## src/rtl/cfr_pkg.sv

```systemverilog
package cfr_pkg;

  localparam int LANE_W = 4;

  // Decoded bus cycle, passed from control to datapath
  typedef struct packed {
    logic              stage;   // write to an upper (staged) byte
    logic              commit;  // write to the low byte
    logic              rdAny;   // any read strobe
    logic              rdHit;   // read strobe inside the word window
    logic [LANE_W-1:0] lane;    // byte index within the window, 0 = top byte
  } cfr_strobe_t;

  typedef enum logic [1:0] {
    BAND_HIGH = 2'd0,  // 915 MHz band
    BAND_MID  = 2'd1,  // 434 MHz band
    BAND_LOW  = 2'd2,  // 315 MHz band
    BAND_RSVD = 2'd3
  } band_e;

  function automatic logic [2:0] vcoFactor(input logic [1:0] sel);
    case (band_e'(sel))
      BAND_MID: vcoFactor = 3'd4;
      BAND_LOW: vcoFactor = 3'd6;
      default:  vcoFactor = 3'd2;
    endcase
  endfunction

endpackage

```

## src/rtl/cfr_control.sv

```systemverilog
module cfr_control
  import cfr_pkg::*;
#(
  parameter int ADDR_W     = 8,
  parameter int BASE_ADDR  = 7,
  parameter int WORD_BYTES = 3
) (
  input  logic [ADDR_W-1:0] addr,
  input  logic              wrEn,
  input  logic              rdEn,
  output cfr_strobe_t       strb
);

  localparam logic [ADDR_W-1:0] FIRST = ADDR_W'(BASE_ADDR);
  localparam logic [ADDR_W-1:0] LAST  = ADDR_W'(BASE_ADDR + WORD_BYTES - 1);
  localparam logic [ADDR_W-1:0] LO_OFFSET = ADDR_W'(WORD_BYTES - 1);

  logic              inWindow;
  logic [ADDR_W-1:0] offset;

  always_comb begin
    inWindow = (addr >= FIRST) && (addr <= LAST);
    offset   = addr - FIRST;

    strb.stage  = wrEn && inWindow && (offset != LO_OFFSET);
    strb.commit = wrEn && inWindow && (offset == LO_OFFSET);
    strb.rdAny  = rdEn;
    strb.rdHit  = rdEn && inWindow;
    strb.lane   = LANE_W'(offset);
  end

endmodule

```

## src/rtl/cfr_datapath.sv

```systemverilog
module cfr_datapath
  import cfr_pkg::*;
#(
  parameter int                      WORD_BYTES = 3,
  parameter logic [8*WORD_BYTES-1:0] RESET_WORD = 24'h6C8000
) (
  input  logic                    clk,
  input  logic                    rstN,
  input  cfr_strobe_t             strb,
  input  logic [7:0]              wrData,
  input  logic [1:0]              bandSel,
  output logic [7:0]              rdData,
  output logic [8*WORD_BYTES-1:0] activeWord,
  output logic                    retune,
  output logic [2:0]              vcoMult
);

  localparam int WORD_W = 8 * WORD_BYTES;
  localparam int UPPER  = WORD_BYTES - 1;

  logic [7:0]        stagedQ [UPPER];
  logic [WORD_W-1:0] commitWord;
  logic [WORD_W-1:0] activeQ;
  logic              retuneQ;
  logic [7:0]        rdQ;
  logic [7:0]        rdByte;

  // One staging register per upper byte; lane 0 is the most significant
  for (genvar i = 0; i < UPPER; i++) begin : g_stage
    localparam int LSB = (WORD_BYTES - 1 - i) * 8;

    always_ff @(posedge clk or negedge rstN) begin
      if (!rstN)
        stagedQ[i] <= RESET_WORD[LSB +: 8];
      else if (strb.stage && (strb.lane == LANE_W'(i)))
        stagedQ[i] <= wrData;
    end

    assign commitWord[LSB +: 8] = stagedQ[i];
  end

  assign commitWord[7:0] = wrData;

  // Active word and retune pulse move together on a commit
  always_ff @(posedge clk or negedge rstN) begin
    if (!rstN) begin
      activeQ <= RESET_WORD;
      retuneQ <= 1'b0;
    end else begin
      retuneQ <= strb.commit;
      if (strb.commit)
        activeQ <= commitWord;
    end
  end

  // Read mux: staged bytes for upper lanes, active low byte for the last lane
  always_comb begin
    rdByte = activeQ[7:0];
    for (int k = 0; k < UPPER; k++)
      if (strb.lane == LANE_W'(k))
        rdByte = stagedQ[k];
  end

  always_ff @(posedge clk or negedge rstN) begin
    if (!rstN)
      rdQ <= 8'h00;
    else if (strb.rdAny)
      rdQ <= strb.rdHit ? rdByte : 8'h00;
  end

  assign rdData     = rdQ;
  assign activeWord = activeQ;
  assign retune     = retuneQ;
  assign vcoMult    = vcoFactor(bandSel);

endmodule

```

## src/rtl/carrier_freq_reg.sv

```systemverilog
module carrier_freq_reg
  import cfr_pkg::*;
#(
  parameter int                      ADDR_W     = 8,
  parameter int                      BASE_ADDR  = 7,
  parameter int                      WORD_BYTES = 3,
  parameter logic [8*WORD_BYTES-1:0] RESET_WORD = 24'h6C8000
) (
  input  logic                    clk,
  input  logic                    rstN,
  input  logic [ADDR_W-1:0]       addr,
  input  logic [7:0]              wrData,
  input  logic                    wrEn,
  input  logic                    rdEn,
  input  logic [1:0]              bandSel,
  output logic [7:0]              rdData,
  output logic [8*WORD_BYTES-1:0] activeWord,
  output logic                    retune,
  output logic [2:0]              vcoMult
);

  cfr_strobe_t strb;

  cfr_control #(
    .ADDR_W    (ADDR_W),
    .BASE_ADDR (BASE_ADDR),
    .WORD_BYTES(WORD_BYTES)
  ) u_ctrl (
    .addr(addr),
    .wrEn(wrEn),
    .rdEn(rdEn),
    .strb(strb)
  );

  cfr_datapath #(
    .WORD_BYTES(WORD_BYTES),
    .RESET_WORD(RESET_WORD)
  ) u_dp (
    .clk       (clk),
    .rstN      (rstN),
    .strb      (strb),
    .wrData    (wrData),
    .bandSel   (bandSel),
    .rdData    (rdData),
    .activeWord(activeWord),
    .retune    (retune),
    .vcoMult   (vcoMult)
  );

endmodule

```

## config.mk

```make
export PLATFORM = sky130hd
export DESIGN_NAME = carrier_freq_reg
export DESIGN_NICKNAME = d
export VERILOG_FILES = /design/src/rtl/cfr_pkg.sv /design/src/rtl/cfr_control.sv /design/src/rtl/cfr_datapath.sv /design/src/rtl/carrier_freq_reg.sv
export SDC_FILE = /design/constraint.sdc
export NUM_CORES = 1
export LEC_CHECK = 0
export ABC_AREA = 0
export BUFFER_PORTS_ARGS = -buffer_cell sky130_fd_sc_hd__buf_2
export CAP_MARGIN = 10
export CORE_UTILIZATION = 47
export CTS_BUF_LIST = sky130_fd_sc_hd__clkbuf_16
export DETAILED_ROUTE_END_ITERATION = 8
export PLACE_DENSITY = 0.75
export SYNTH_ARGS = -nofsm -noshare
export SYNTH_HDL_FRONTEND = slang
export SYNTH_HIERARCHICAL = 1
export SYNTH_SLANG_ARGS = --single-unit
```

## constraint.sdc

```tcl
create_clock -name clk -period 1.07 [get_ports clk]
set_clock_uncertainty 0.1 [all_clocks]
set_input_delay 0.214 -clock clk [delete_from_list [all_inputs] [get_ports clk]]
set_output_delay 0.214 -clock clk [all_outputs]
set_load 0.1 [all_outputs]
```

Yosys cells after proc, flatten, opt, wreduce, memory -nomap -nowiden. Cells that the tools add are included.

Register bits after elaboration: 49. Word-level logic and storage cells: 25. Output and inout port bits: 36. Bits of input ports: 22.

Mux-type cells: 4. Equal/unequal tests: 5. Reductions and logical operators: 8. Add/sub/neg operators: 1. $lt $le $gt $ge: 2.

Operator list (number): $mux 8 (3); $eq 8x2->1 const B (1); $ge 8x3->1 const B (1); $le 8x4->1 const B (1); $ne 8x2->1 const B (1); $sub 8x3->8 const B (1); $logic_and 1x1->1 (7); $pmux 3 s2 (1); $eq 4x1->1 const B (1); $logic_not 4->1 (1); $eq 2x1->1 const B (1); $eq 2x2->1 const B (1).

Logic depth before layout (Yosys ltp). Gate-level depths: netlist (run 1).

Word-level depth: 5. Gate-level depth with buffers: 8. Mapped depth without buffers: 7.

Hierarchy. The synthesis (run 1) kept the hierarchy.

Modules (own cells, without submodules): cfr_datapath (sequential area each 1238.7 µm², cells each 147, instances 1, area each 2028.2 µm²); cfr_control (sequential area each 0.0 µm², cells each 22, instances 1, area each 192.7 µm²).

Worst setup path before layout (run 1). No wires, ideal clock.

Path kind: input to register. From: input port addr[0]. To: register u_dp.activeQ[3] (netlist: u_dp/activeWord[3]). Buffers on the path: 2. Data arrival time: 1996 ps. Slack: -1152 ps. Required time: 844 ps. Setup time: 126 ps. Cell stages on the path: 7. Path through: ha_1 a211oi_1 o211ai_2 nor4b_2 clkbuf_1 clkbuf_1 mux2_2.

RTL lines: start, declared (RTL line carrier_freq_reg.sv:11) `input logic [ADDR_W-1:0] addr,`; end signal, assigned (RTL line cfr_datapath.sv:52) `activeQ <= commitWord;`; end, declared (RTL line cfr_datapath.sv:23) `logic [WORD_W-1:0] activeQ;`.

==> impl_metrics.csv, run 1 <==
group,metric,value,unit
floorplanning,core_area,4440,um^2
timing,rsz0062_at_grt,"true",
cts,htree_levels,2,
synth,syn_nets,195,
critical_path,crit_slowest_cell,"nor3_1",
pwr,power.density,998,nW/um^2
placement,dp_hpwl,3980,um
grt,grt_pass1_vias,2128,
layout,nets,305,
cts,clock_latency,0.29,ns
pwr,total_power,0.00426,W
hold_path,hp-start,"wrData[5]",
synth,postSynthAreaPerCell,13.1,um^2
cts,cts-root-buf,"clkbuf_16",
timing,max_freq,0.499,GHz
pwr,power_leakage,1.93,nW
routing,vias,2031,
cts,clk_pin_slew_worst_paths,0.07,ns
critical_path,crit_start,"addr[7]",
run_status,status,"finished, violations left",
flow_run,cap_violations,0,
cts,cts_tree,"yes",
timing,holdWs,0.0914,ns
layout,fin_area,4270,um^2
floorplanning,rows,24,
critical_path,worstSetupEndpointType,"flop",
placement,routabilityCongestion,0.753,
layout,drive_gt1_share,87.1,%
critical_path,crit_buf_inv,4,
grt,track_usage,31.8,%
synth,ys_seq_area_share,55.8,%
routing,drt_iter0_markers,164,
placement,place_area,3490,um^2
critical_path,max_stage_delay,0.39,ns
pwr,ir_worst_vdd,1210,uV
floorplanning,io_pins,58,
critical_path,crit_chain,"buf_2 > nor3_1 > o211ai_2 > buf_4 > nor4b_4 > buf_4 > buf_8 > mux2_4",
timing,finalCritPeriodShare,187,%
synth,ys_types,29,
floorplanning,die_x,70.7,um
timing,setup_viol,83,
grt,antenna_found_initial,0,
routing,vias_per_cell,6.12,
cts,cts.sinks,49,
timing,hold_viol,0,
cts,clockBufferDepth,2,
grt,grt_pass1_wl,11800,um
layout,area_delta_synth_final,92.4,%
synth,synth-seq-cells,49,
synth,yosys_warnings,6,
floorplanning,die_h,70.7,um
timing,finalMaxSlewViolations,0,
placement,placed_cells,291,
critical_path,cp_data_required_time,1.14,ns
layout,layout_common_cells,"buf_12 (39), buf_4 (39), mux2_4 (36)",
critical_path,cp_top_family,"simple AND/OR/NAND/NOR gates",
routing,postRouteWirelength,8950,um
timing,fin_ws,-0.936,ns
cts,cts_buffers,5,
layout,fin_cells,332,
critical_path,arrival,2.08,ns
placement,port_buffers,56,
critical_path,r2r-start,"u_dp/activeWord[5]",
grt,gr-total-overflow,0,
critical_path,worstSetupPathType,"input port to flop",
critical_path,critPathMaxFanout,7,
synth,syn_inst,169,
routing,drcViolationCount,10,
floorplanning,floorplan.initialDensity,50.0,%
floorplanning,die_area,5000,um^2
critical_path,critPathLaunchType,"input port",
synth,syn_area,2220,um^2
layout,n_antenna_cell,0,
routing,final_antenna_net_count,0,
hold_path,hp-class,"input port to flop",
timing,period_needed,2.01,ns
routing,routedWlPerCell,27.0,um
routing,drt_pass1_iterations,7,
grt,grt_max_degree,50,
critical_path,cp_common_cell,"buf_4",
run_status,violations,"DRC, setup timing",
-- Yosys cell counts --
library cell / count / share of area [%]
a211oi_1: 1 / 0.34
and3_1: 1 / 0.28
and3b_2: 1 / 0.45
buf_4: 2 / 0.68
buf_6: 1 / 0.51
clkbuf_1: 5 / 0.85
conb_1: 1 / 0.17
dfrtp_1: 39 / 44
dfstp_2: 10 / 12
ha_1: 4 / 2.3
inv_1: 5 / 0.85
mux2_2: 40 / 20
nand2_1: 3 / 0.51
nand2b_1: 9 / 2.5
nand3_1: 1 / 0.23
nand3_2: 1 / 0.45
nor2_1: 17 / 2.9
nor3_1: 9 / 2.0
nor3_2: 1 / 0.45
nor3b_4: 1 / 0.85
nor4_4: 1 / 0.96
nor4b_2: 1 / 0.68
o2111a_1: 1 / 0.51
o211ai_2: 1 / 0.56
o22ai_1: 1 / 0.28
o41ai_1: 8 / 3.2
or3_1: 1 / 0.28
or4b_2: 1 / 0.45
xor2_1: 2 / 0.79
-- worst register-to-register path, stage by stage, from the launching register on --
cell and delay [ns]:
dfrtp_2 0.44, buf_4 0.14, buf_4 0.13, mux2_4 0.27
-- cell families (layout without fill, tap and decap cells) --
| family | after synthesis | count (layout) | share of synthesized area (%) |
|---|---|---|---|
| AND/OR/NAND/NOR | 48 | 48 | 13.0 |
| multiplexers | 40 | 40 | 20.3 |
| other | 1 | 1 | 0.169 |
| AO/OA/AOI/OAI | 12 | 12 | 4.85 |
| flip-flops | 49 | 49 | 55.8 |
| buffers and inverters | 13 | 124 | 2.87 |
| XOR/XNOR | 2 | 2 | 0.789 |
| adder cells (fa/ha/maj) | 4 | 4 | 2.25 |
-- flip-flops by register name, indices dropped and copies added (netlist names) --
register and cells:
u_dp/retune 1, u_dp/rdData 8, u_dp/commitWord 16, u_dp/activeWord 24
-- power by group --
group          switching [W]  internal (W)
clock               0.000710       0.00109
combinational       0.000352      0.000234
sequential         0.0000122       0.00186
total                0.00107       0.00319
-- through the flow --
stage          setup slack [ns]  utilization, %  TNS, ns
2_1_floorplan            -0.901               -   -35.66
3_3_place_gp             -0.983            78.5   -44.98
3_5_place_dp              -1.06            78.5   -47.13
4_1_cts                  -0.747            92.3   -37.03
5_1_grt                  -0.957            96.1   -47.36
6_report                 -0.936            96.1   -46.17
-- routing by layer --
| metal | track usage (%) | vias to the layer above | share of wire (%) |
|---|---|---|---|
| li1 | - | 824 | - |
| met1 | 38.1 | 1056 | 40 |
| met2 | 56.4 | 120 | 50 |
| met3 | 6.27 | 31 | 6.5 |
| met4 | 12.7 | 0 | 3.2 |
| met5 | 0 | - | 0 |
-- final timing paths --
kind | end | slack, ns | cells after the start
hold reg to reg | u_dp/rdData[2] | 0.45 | 2
setup reg to reg | u_dp/activeWord[5] | -0.11 | 3
setup / recovery | u_dp/activeWord[3] | -0.94 | 8
hold / removal | u_dp/commitWord[21] | 0.09 | 2
max in group asynchronous | u_dp/activeWord[19] | 0.24 | 3
min in group asynchronous | u_dp/activeWord[6] | 0.36 | 3
-- timing repair --
action                     CTS  global route
hold endpoints to repair    39             0
pin swaps                   14            10
setup buffers               22             9
setup endpoints to repair   84            83
gates resized for setup     65            19
hold buffers                 1             0
cloned                       1             0
-- final cells by class --
| type | count | area, um^2 |
|---|---|---|
| clock buffers | 5 | 125 |
| clock inverters | 3 | 38.8 |
| fillers | 72 | 171 |
| inverters | 5 | 41.3 |
| multi-input cells | 107 | 1350 |
| flip-flops and latches | 49 | 1290 |
| well taps | 52 | 65.1 |
| repair buffers | 111 | 1360 |
No activity file was read; power rests on OpenSTA's default activity.
==> run 2: changes to the inputs <==
- CORE_UTILIZATION: 47 -> 50
- PLACE_DENSITY: 0.75 -> 0.76
- clock period: 1.07 -> 2.2 ns (I/O delays scaled with it)
==> run 2 against run 1 <==
- the run now ends clean
- clock power decreased by 61%
- sequential share of layout area rose by 13 points
- register-to-register slack improved by 1.2 ns
- critical path depth did not move
- worst setup slack improved by 1.1 ns
==> impl_metrics.csv, run 2 (same netlist as run 1, synthesis figures left out) <==
group,metric,value,unit
critical_path,crit_slowest_cell,"mux2_4",
timing,setup_tns,0,ns
timing,finalMaxSlewViolations,0,
routing,drt_iter0_markers,44,
layout,fin_cells,291,
pwr,clkPwrFrac,39.2,%
cts,clockBufferDepth,2,
routing,drt_pass1_iterations,4,
timing,setup_viol,0,
placement,port_buffers,56,
cts,cts-root-buf,"clkbuf_16",
grt,grt_max_degree,27,
layout,largest_reg_flops,24,
cts,cts_buffers,5,
floorplanning,die_x,68.6,um
cts,cts.sinks,49,
routing,vias_per_cell,5.40,
routing,dr_wl_met2,2180,um
routing,wl_met1,2100,um
timing,hold_viol,0,
layout,area_delta_synth_final,30.0,%
grt,gr-total-overflow,0,
cts,post_cts_buffers,0,
pwr,p_sw,0.000411,W
layout,fin_area,2890,um^2
critical_path,cp_top_family,"compound AO/OA/AOI/OAI gates",
timing,holdWs,0.0463,ns
layout,mostFrequentLayoutCell,"buf_2",
routing,routed.top_layer,"met4",
placement,dp_hpwl,3270,um
cts,clk_pin_slew_worst_paths,0.06,ns
floorplanning,io_pins,58,
timing,period_needed,2.06,ns
layout,n_antenna_cell,0,
pwr,seq_power_share,51.0,%
pwr,ir_worst_vdd,611,uV
routing,wl_met3,203,um
layout,nFillCells,312,
critical_path,critPathLaunchType,"input port",
cts,cts_tree,"yes",
pwr,p_int,0.00138,W
routing,final_antenna_net_count,0,
cts,clock_latency,0.28,ns
layout,layout_common_cells,"buf_2 (56), dfrtp_1 (39), mux2_2 (32)",
critical_path,critPathMaxFanout,4,
placement,placed_cells,283,
floorplanning,die_h,68.6,um
cts,cts_resized,0,
floorplanning,core_area,4140,um^2
layout,final_core_utilization,69.7,%
run_status,status,"finished clean",
routing,drcViolationCount,0,
critical_path,crit_buf_inv,2,
hold_path,hp-class,"input port to async pin",
floorplanning,die_area,4710,um^2
critical_path,worstSetupEndpointType,"flop",
critical_path,crit_chain,"buf_2 > ha_4 > and3b_2 > o211ai_2 > o2111a_1 > nor3b_4 > buf_4 > mux2_4",
layout,drive_gt1_share,58.5,%
grt,grt_pass1_vias,1505,
critical_path,arrival,2.13,ns
timing,max_freq,0.485,GHz
timing,tightest_slew,0.567,ns
critical_path,worstSetupPathType,"input port to flop",
layout,nets,266,
grt,grt_pass1_wl,7360,um
timing,finalCritPeriodShare,93.7,%
pwr,power_leakage,1.52,nW
critical_path,cp_data_required_time,2.27,ns
placement,routabilityCongestion,0.737,
grt,track_usage,22.3,%
routing,routedWlPerCell,15.6,um
floorplanning,floorplan.initialDensity,53.6,%
pwr,power.density,619,nW/um^2
floorplanning,rows,23,
grt,antenna_found_initial,0,
critical_path,max_stage_delay,0.30,ns
flow_run,cap_violations,0,
cts,holdBufCountCts,0,
timing,rsz0062_at_grt,"false",
routing,vias,1571,
timing,relSlewSlack,62.2,%
routing,postRouteWirelength,4550,um
placement,place_area,2750,um^2
pwr,combinationalPowerShare,9.8,%
cts,htree_levels,2,
pwr,p_sw_share,23.0,%
[run 2: changes by cell type in the layout (fill, tap and decap cells not counted), moves of 7 or more]
| cell | change |
|---|---|
| dfrtp_2 | -28 |
| buf_12 | -37 |
| mux2_2 | +28 |
| buf_6 | -12 |
| nor2_4 | -8 |
| nor3_1 | +7 |
| buf_4 | -25 |
| o41ai_1 | +7 |
| buf_2 | +40 |
| mux2_4 | -28 |
| dfrtp_1 | +28 |
| nor2_1 | +10 |
[run 2: worst reg2reg max path, stage by stage (launching register included)]
cell     delay, ns
dfstp_2       0.55
nor3_1        0.05
o41ai_1       0.33
[run 2: per-stage QoR]
step	setup WS, ns	power (W)
floorplan	0.00701	0.00102
detailed placement	-0.147	0.00110
CTS	0.128	0.00181
finish	0.138	0.00179
global placement	-0.101	0.00110
global route	0.0777	0.00186
[run 2: worst paths after layout]
kind                                      from                   to  slack, ns  cells past startpoint
max                                    addr[0]  u_dp/commitWord[17]       0.14                      8
min                                       rstN   u_dp/activeWord[1]       0.05                      1
max reg2reg                u_dp/commitWord[22]       u_dp/rdData[6]       1.06                      2
min reg2reg                     u_dp/rdData[1]       u_dp/rdData[1]       0.39                      2
max in group asynchronous                 rstN  u_dp/activeWord[19]       1.34                      2
min in group clk                     wrData[5]  u_dp/commitWord[21]       0.32                      2
[run 2: power groups by stage]
stage | Clock [W] | Sequential [W] | Combinational (W)
2_1_floorplan | 0 | 0.000928 | 0.0000906
3_3_place_gp | 0 | 0.000927 | 0.000173
3_5_place_dp | 0 | 0.000927 | 0.000175
4_1_cts | 0.000724 | 0.000911 | 0.000176
5_1_grt | 0.000758 | 0.000911 | 0.000192
6_report | 0.000700 | 0.000911 | 0.000175
[run 2: layout make-up]
| class | count | area [um^2] | area share, % |
|---|---|---|---|
| Clock buffer | 5 | 125 | 4.33 |
| Tap cell | 50 | 62.6 | 2.17 |
| Multi-Input combinational cell | 107 | 1000 | 34.8 |
| Inverter | 5 | 18.8 | 0.650 |
| Sequential cell | 49 | 1240 | 42.9 |
| Clock inverter | 3 | 11.3 | 0.390 |
| Timing Repair Buffer | 72 | 425 | 14.7 |
[run 2: per-layer routing]
metal | vias up | GRT usage [%]
met4 | 0 | 8.33
met1 | 770 | 31.3
li1 | 739 | -
met3 | 7 | 6.25
met2 | 55 | 32.6
met5 | - | 0
